===== src/rtl/cond_branch_seq.sv =====
module cond_branch_seq (
  input  logic        clk,
  input  logic        rst_n,
  input  logic        start,
  input  logic [7:0]  opcode,
  input  logic [7:0]  flags,
  input  logic [15:0] pc_in,
  input  logic [15:0] sp_in,
  output logic [15:0] mem_addr,
  output logic        mem_rd,
  output logic        mem_wr,
  output logic [7:0]  mem_wdata,
  input  logic [7:0]  mem_rdata,
  output logic        busy,
  output logic        done,
  output logic [15:0] pc_out,
  output logic [15:0] sp_out,
  output logic [4:0]  cycles
);
  localparam logic [4:0] CYC_JMP = 5'd10, CYC_CALL_T = 5'd17, CYC_CALL_N = 5'd10;
  localparam logic [4:0] CYC_RET_T = 5'd11, CYC_RET_N = 5'd5;

  typedef enum logic [3:0] {S_IDLE, S_TLO, S_THI, S_TCAP, S_PSH_H, S_PSH_L,
                            S_POP_L, S_POP_H, S_PCAP} st_t;
  st_t st;

  logic [7:0]  op_l, lo_l;
  logic [15:0] pc_l, sp_l, tgt_l;
  logic        taken_l;

  logic       flag_bit, cond_ok, is_ret, is_jmp, is_call, valid;
  logic [2:0] cidx;
  assign cidx = opcode[5:3];
  always_comb begin
    case (cidx[2:1])
      2'd0: flag_bit = flags[6];
      2'd1: flag_bit = flags[0];
      2'd2: flag_bit = flags[2];
      default: flag_bit = flags[7];
    endcase
  end
  assign cond_ok = (flag_bit == cidx[0]);
  assign is_ret  = (opcode[2:0] == 3'b000);
  assign is_jmp  = (opcode[2:0] == 3'b010);
  assign is_call = (opcode[2:0] == 3'b100);
  assign valid   = (opcode[7:6] == 2'b11) && (is_ret || is_jmp || is_call);

  logic [15:0] ret_addr;
  assign ret_addr = pc_l + 16'd3;
  assign busy = (st != S_IDLE);

  always_comb begin
    mem_addr  = 16'h0000;
    mem_rd    = 1'b0;
    mem_wr    = 1'b0;
    mem_wdata = 8'h00;
    case (st)
      S_TLO:   begin mem_addr = pc_l + 16'd1; mem_rd = 1'b1; end
      S_THI:   begin mem_addr = pc_l + 16'd2; mem_rd = 1'b1; end
      S_PSH_H: begin mem_addr = sp_l - 16'd1; mem_wr = 1'b1; mem_wdata = ret_addr[15:8]; end
      S_PSH_L: begin mem_addr = sp_l - 16'd2; mem_wr = 1'b1; mem_wdata = ret_addr[7:0]; end
      S_POP_L: begin mem_addr = sp_l;         mem_rd = 1'b1; end
      S_POP_H: begin mem_addr = sp_l + 16'd1; mem_rd = 1'b1; end
      default: ;
    endcase
  end

  always_ff @(posedge clk or negedge rst_n) begin
    if (!rst_n) begin
      st <= S_IDLE;
      done <= 1'b0;
      pc_out <= '0; sp_out <= '0; cycles <= '0;
      op_l <= '0; lo_l <= '0; pc_l <= '0; sp_l <= '0; tgt_l <= '0; taken_l <= 1'b0;
    end else begin
      done <= 1'b0;
      case (st)
        S_IDLE: if (start) begin
          op_l <= opcode; pc_l <= pc_in; sp_l <= sp_in; taken_l <= cond_ok;
          if (!valid) begin
            done <= 1'b1; pc_out <= pc_in; sp_out <= sp_in; cycles <= 5'd0;
          end else if (is_ret) begin
            if (cond_ok) st <= S_POP_L;
            else begin
              done <= 1'b1; pc_out <= pc_in + 16'd1; sp_out <= sp_in; cycles <= CYC_RET_N;
            end
          end else st <= S_TLO;
        end
        S_TLO: st <= S_THI;
        S_THI: begin lo_l <= mem_rdata; st <= S_TCAP; end
        S_TCAP: begin
          if (op_l[2] && taken_l) begin
            tgt_l <= {mem_rdata, lo_l};
            st <= S_PSH_H;
          end else begin
            done <= 1'b1; st <= S_IDLE; sp_out <= sp_l;
            pc_out <= taken_l ? {mem_rdata, lo_l} : ret_addr;
            cycles <= op_l[2] ? CYC_CALL_N : CYC_JMP;
          end
        end
        S_PSH_H: st <= S_PSH_L;
        S_PSH_L: begin
          done <= 1'b1; st <= S_IDLE;
          pc_out <= tgt_l; sp_out <= sp_l - 16'd2; cycles <= CYC_CALL_T;
        end
        S_POP_L: st <= S_POP_H;
        S_POP_H: begin lo_l <= mem_rdata; st <= S_PCAP; end
        S_PCAP: begin
          done <= 1'b1; st <= S_IDLE;
          pc_out <= {mem_rdata, lo_l}; sp_out <= sp_l + 16'd2; cycles <= CYC_RET_T;
        end
        default: st <= S_IDLE;
      endcase
    end
  end

  assert_done_not_busy_R10: assert property (@(posedge clk) disable iff (!rst_n)
    done |-> !busy);
  assert_single_strobe_R3: assert property (@(posedge clk) disable iff (!rst_n)
    !(mem_rd && mem_wr));
  assert_cost_legal_R4: assert property (@(posedge clk) disable iff (!rst_n)
    done |-> (cycles == 5'd0 || cycles == 5'd5 || cycles == 5'd10 ||
              cycles == 5'd11 || cycles == 5'd17));
  assert_pop_stack_R7: assert property (@(posedge clk) disable iff (!rst_n)
    (done && cycles == 5'd11) |-> (sp_out == sp_l + 16'd2));
  assert_write_only_taken_call_R5: assert property (@(posedge clk) disable iff (!rst_n)
    mem_wr |-> (op_l[2:0] == 3'b100 && taken_l));
  assert_start_ignored_R9: assert property (@(posedge clk) disable iff (!rst_n)
    (busy && start) |=> ($stable(pc_l) && $stable(sp_l) && $stable(op_l)));
  assert_untaken_ret_R8: assert property (@(posedge clk) disable iff (!rst_n)
    (done && cycles == 5'd5) |-> (pc_out == pc_l + 16'd1 && sp_out == sp_l));
endmodule


===== config.mk =====
export PLATFORM = sky130hd
export DESIGN_NAME = cond_branch_seq
export DESIGN_NICKNAME = d
export VERILOG_FILES = /design/src/rtl/cond_branch_seq.sv
export SDC_FILE = /design/constraint.sdc
export NUM_CORES = 1
export LEC_CHECK = 0
export ABC_AREA = 0
export CORE_UTILIZATION = 67
export CTS_BUF_LIST = sky130_fd_sc_hd__clkbuf_2 sky130_fd_sc_hd__clkbuf_4 sky130_fd_sc_hd__clkbuf_8
export DETAILED_ROUTE_END_ITERATION = 10
export DONT_BUFFER_PORTS = 1
export GPL_TIMING_DRIVEN = 0
export HOLD_SLACK_MARGIN = 0.1
export PLACE_DENSITY_LB_ADDON = 0.12
export SYNTH_ARGS = -nofsm -noshare
export SYNTH_HDL_FRONTEND = slang
export SYNTH_SLANG_ARGS = --single-unit

===== constraint.sdc =====
create_clock -name clk -period 3.25 [get_ports clk]
set_clock_uncertainty 0.05 [all_clocks]
set_input_delay 0.1625 -clock clk [delete_from_list [all_inputs] [get_ports clk]]
set_output_delay 0.1625 -clock clk [all_outputs]
set_load 0.01 [all_outputs]

Word level (Yosys, flattened, before mapping):

Cells that the tools add are included.
W data, S select, Z words.

* eq/ne operators: 20
* $mul: 0
* bitwise operators: 0
* reductions and logical operators: 17
* multiplexer cells: 36
* div/mod/pow operators: 0
* $add $sub $neg: 8
* $lt $le $gt $ge: 0
* shift operators: 0

Operators with widths (count)
* $mux W16: 11
* $pmux W16 S4: 2
* $pmux W16 S6: 1
* $add A16 B1 Y16 const B: 3
* $add A16 B2 Y16 const B: 3
* $pmux W4 S7: 1
* $mux W5: 5
* $pmux W5 S4: 1
* $eq A4 B3 Y1 const B: 4
* $mux W4: 4
* $pmux W8 S2: 1
* $sub A16 B1 Y16 const B: 1
* $sub A16 B2 Y16 const B: 1
* $ne A3 B3 Y1 const B: 3
* $eq A4 B2 Y1 const B: 2
* $reduce_bool A4 Y1: 2
* $mux W1: 7
* $ne A2 B2 Y1 const B: 3
* $pmux W1 S3: 2
* $reduce_or A2 Y1: 3
* $reduce_and A5 Y1: 1
* $eq A2 B2 Y1 const B: 2
* $eq A4 B1 Y1 const B: 1
* $eq A4 B4 Y1 const B: 1
* 13 further kinds: 16

* memory bits (writable): 0
* logic and storage cells: 92
* ROM bits: 0
* latch bits: 0
* memories: 0
* register bits after elaboration: 102
* bits of input ports: 59

Longest topological paths before layout:

* depth in word-level cells: 8
* mapped depth: 12

Least setup slack after synthesis:

No wires, ideal clock.

* path kind: reg2out
* from: reg st[2]
* to: out mem_addr[14]
* buffers on the path: 4
* required time: 3.037 ns
* stages on the path, launching flop included: 12
* path slack: 0.370 ns
* arrival time: 2.668 ns
* cell sequence: dfrtp_1 > buf_4 > nand4b_2 > buf_4 > clkbuf_1 > nand2_1 > o21ai_0 > ha_1 > clkbuf_1 > nand4_2 > o21a_1 > or4_1

* cells in the longest elaborated chain, start to end: 2
* elaborated cells between the ends (all ways): 7
* classes of those cells: 6 x eq/ne; 1 x mux

Ends and longest elaborated chain
* start: declaration: line 25 `st_t st;`
* start signal: assignment: line 70 `st <= S_IDLE;`
* start signal: assignment: line 82 `if (cond_ok) st <= S_POP_L;`
* start signal: assignment: line 86 `end else st <= S_TLO;`
* $eq A4 B3 Y1, or another cell as far along: line 57 `case (st)`
* $pmux W16 S6 (*): line 57
* end: declaration: line 9 `output logic [15:0] mem_addr,`

Mark *: on every way between the ends. The rest lies on a longest branch, timed or not.

Worst setup path after layout:

* from: reg sp_l[5]
* to: out mem_addr[13]

* cells in the longest elaborated chain, start to end: 2
* elaborated cells between the ends (all ways): 4
* classes of those cells: 3 x add/sub; 1 x mux

Ends and longest elaborated chain
* start: declaration: line 28 `logic [15:0] pc_l, sp_l, tgt_l;`
* start signal: assignment: line 78 `op_l <= opcode; pc_l <= pc_in; sp_l <= sp_in; taken_l <= cond_ok;`
* $add A16 B1 Y16, or another cell as far along: line 63 `S_POP_H: begin mem_addr = sp_l + 16'd1; mem_rd = 1'b1; end`
* $pmux W16 S6 (*): line 57

Marks and branches as above.

==> run_results.csv <==
group,metric,value,unit
hold_path,worstHoldPathType,"primary input to register",
clocking,cts.htree.levels,3,
die,fp.dieW,110,microns
placement,dp_hpwl,22.1,mm
synthesis,synth_seq_area_share,0.319,
synthesis,yosysTopAreaCell,"dfrtp_1",
critical_path,worstPathArrival,3.01,ns
synthesis,ys_ff_latch,99,
synthesis,syn_avg_cell_area,8.40,sq um
cells_and_area,antenna_cells,0,
route,routed_wl,33.3,mm
global_route,grt_max_degree,100,
critical_path,crit_family,"simple AND/OR/NAND/NOR gates",
global_route,grt_pass1_wl,48.6,mm
placement,place.gp.congestion,1.06,
synthesis,synth-edff-count,0,
timing,hold_viol_final,0,
synthesis,ys_top_cells_by_area,"dfrtp_1, nand2_1, o21ai_0, mux2_2, mux2_1",
timing,final.setup.tns,0,ns
pwr,leakage,3.45,nW
cells_and_area,layout.nets,1057,
critical_path,worstPathRequired,3.04,ns
route,dr_total_vias,8968,
cells_and_area,drive_gt1_frac,0.125,
critical_path,worstSetupPathType,"register to output pin",
synthesis,ys_types,84,
timing,period_share,0.992,
die,fp-row-count,38,
synthesis,synth_ff_type,"dfrtp_1",
die,ios,124,
cells_and_area,syn2layout_area_growth,13.1,%
global_route,grt_use_total,0.564,
clocking,cts_tree,"done",
placement,dp_cells,1066,
clocking,cts-root-buf,"clkbuf_8",
route,antenna_left,0,
die,dieArea,12000,sq um
job,cap_violations,0,
critical_path,crit_path_end_kind,"output pin",
timing,drv_slew,0,
route,dr.pass1.iters,11,
synthesis,synthesis.nets,993,
critical_path,slowest_stage,"nor4_2",
cells_and_area,nFillCells,727,
synthesis,yosysTopAreaCellShare,0.319,
synthesis,synthArstFlopShare,1.00,
timing,max_freq,310,MHz
pwr,power.density,975,nW/um^2
critical_path,worstPathCellList,"buf_2 > nor4_2 > nand4_1 > or3_1 > a21oi_1 > a221o_1",
route,vias_per_cell,7.92,
timing,period_needed,3.22,ns
route,dr.first_iter.drc_count,1733,
status,failed_checks,"design-rule violations",
clocking,cts_buffers,9,
timing,rsz0062_at_grt,"false",
die,start_util,0.702,
clocking,clkTransAtPathRegs,0.11,ns
clocking,clock_path_buffers,2,
clocking,clock_sink_count,99,
synthesis,syn-cell-area,7770,sq um
cells_and_area,finalNonFillerCells,1133,
placement,port_buffers,0,
global_route,grt_pass1_vias,8364,
synthesis,netlist_instances,925,
clocking,insertion_delay,0.43,ns
route,drc,1,
timing,setup_viol,0,
die,core_area,11100,sq um
global_route,overflow,0,
critical_path,critPathMaxStageDelay,0.77,ns
pwr,ir_drop,0.000806,V
timing,max_slew.worst_pin.slew,0.941,ns
critical_path,path_buf_inv,1,
global_route,antenna_found_initial,1,
die,die_y,110,microns
timing,max_slew_margin,0.365,
synthesis,yosysWarnings,0,
status,outcome,"finished with violations",
critical_path,cp-start-kind,"register",
route,routedWlPerCell,29.4,microns
critical_path,path_max_fanout,10,
[cell usage after synthesis (8+ instances only)]
master	count
inv_1	16
mux2_1	22
xor2_1	16
o31a_1	9
a221oi_1	9
mux2_2	31
o211ai_1	12
a22oi_1	12
nor2_1	38
nor3_1	31
nand4_1	20
a31oi_1	14
o21ai_0	71
nand2_1	131
xnor2_1	28
a21oi_1	24
buf_2	15
mux2i_1	20
o21a_1	15
clkbuf_1	55
dfrtp_1	99
or3_1	10
nor4_1	28
ha_1	9
o22ai_1	11
nand3_1	25
o31ai_1	8
[what timing repair did]
action / in CTS / in global routing
pin swaps: 2 / 1
setup endpoints to repair: 15 / 21
hold buffers: 44 / 0
endpoints found under the hold margin: 170 / 0
gates resized for setup: 14 / 23
buffers inserted: 3 / 7
[worst paths after layout]
| path | slack, ns | depth (start not counted) | end | start |
|---|---|---|---|---|
| hold / removal | 0.13 | 3 | pc_out[9] | pc_in[9] |
| max in group asynchronous | 2.43 | 2 | sp_l[1] | rst_n |
| setup reg to reg | 0.12 | 8 | pc_out[11] | st[0] |
| setup / recovery | 0.03 | 6 | mem_addr[13] | sp_l[5] |
| hold reg to reg | 0.48 | 2 | op_l[2] | op_l[2] |
| min in group asynchronous | 0.23 | 2 | st[0] | rst_n |
[through the flow]
stage                     setup WS (ns)  hold WS [ns]  instance area [sq um]  total power, mW   util
final                            0.0251         0.131                   8790             8.58  0.794
after global routing            0.00385         0.143                   8790             8.83  0.794
after CTS                        0.0184         0.104                   8670             8.03  0.783
after detailed placement         -0.249        -0.181                   7960             7.05  0.719
after global placement           -0.281        -0.181                   7950             6.89  0.718
after floorplan                   0.370        -0.183                   7770             5.62      -
[layout by cell type (no fill, tap or decap), types with 10 or more instances in the layout]
master / netlist / layout
nand2_1: 131 / 131
dfrtp_1: 99 / 97
o21ai_0: 71 / 69
clkbuf_1: 55 / 49
dlygate4sd3_1: 0 / 43
nor2_1: 38 / 37
mux2_2: 31 / 31
nor3_1: 31 / 30
xnor2_1: 28 / 28
nor4_1: 28 / 27
nand3_1: 25 / 25
a21oi_1: 24 / 24
mux2_1: 22 / 22
nand4_1: 20 / 20
mux2i_1: 20 / 20
buf_4: 5 / 16
xor2_1: 16 / 16
inv_1: 16 / 15
o21a_1: 15 / 15
a31oi_1: 14 / 14
buf_2: 15 / 13
o211ai_1: 12 / 12
a22oi_1: 12 / 12
o22ai_1: 11 / 11
or3_1: 10 / 10
[cells by family (layout without fill, tap and decap cells)]
family,after synthesis,after routing,synth area share
compound gates,247,247,0.217
xor+xnor,44,44,0.0496
fa+ha+maj,9,9,0.0145
buf+inv,101,169,0.0570
flops,99,99,0.319
mux,74,74,0.105
simple gates,351,351,0.238
[state kept, by name (all words and copies together) (netlist names)]
| register | count |
|---|---|
| sp_out | 16 |
| lo_l | 8 |
| taken_l | 1 |
| cycles | 4 |
| sp_l | 16 |
| tgt_l | 16 |
| pc_l | 16 |
| st | 4 |
| done | 1 |
| op_l | 1 |
| pc_out | 16 |
[metal layers]
layer  vias up  part of all wire  global-route usage
li1       3571                 -                   -
met1      4106              0.33               0.632
met2       955              0.40               0.806
met3       336              0.17               0.309
met4         0             0.099               0.408
met5         -                 0             0.00893
[worst reg2reg max path, cell delays in order (launching register included)]
cell and delay, ns:
dfrtp_1 0.38, clkbuf_4 0.20, buf_2 0.23, or3b_2 0.48, a21oi_1 0.59, buf_4 0.33
a221oi_1 0.13, a32oi_1 0.46, mux2_1 0.22
[power breakdown]
group          switching, mW  leakage (nW)  internal (mW)
combinational           3.43          2.15           1.79
clock                  0.541        0.0945          0.293
sequential             0.690          1.21           1.83
[final cells by class]
class | count | area, sq um | share of cell area
Inverter | 18 | 78.8 | 0.00896
Buffer | 81 | 387 | 0.0440
Tap cell | 140 | 175 | 0.0199
Timing Repair Buffer | 55 | 541 | 0.0615
Sequential cell | 99 | 2480 | 0.282
Clock buffer | 9 | 124 | 0.0141
Multi-Input combinational cell | 725 | 4950 | 0.562
Clock inverter | 6 | 62.6 | 0.00711
Note: power is estimated with default switching activity, not from simulation.
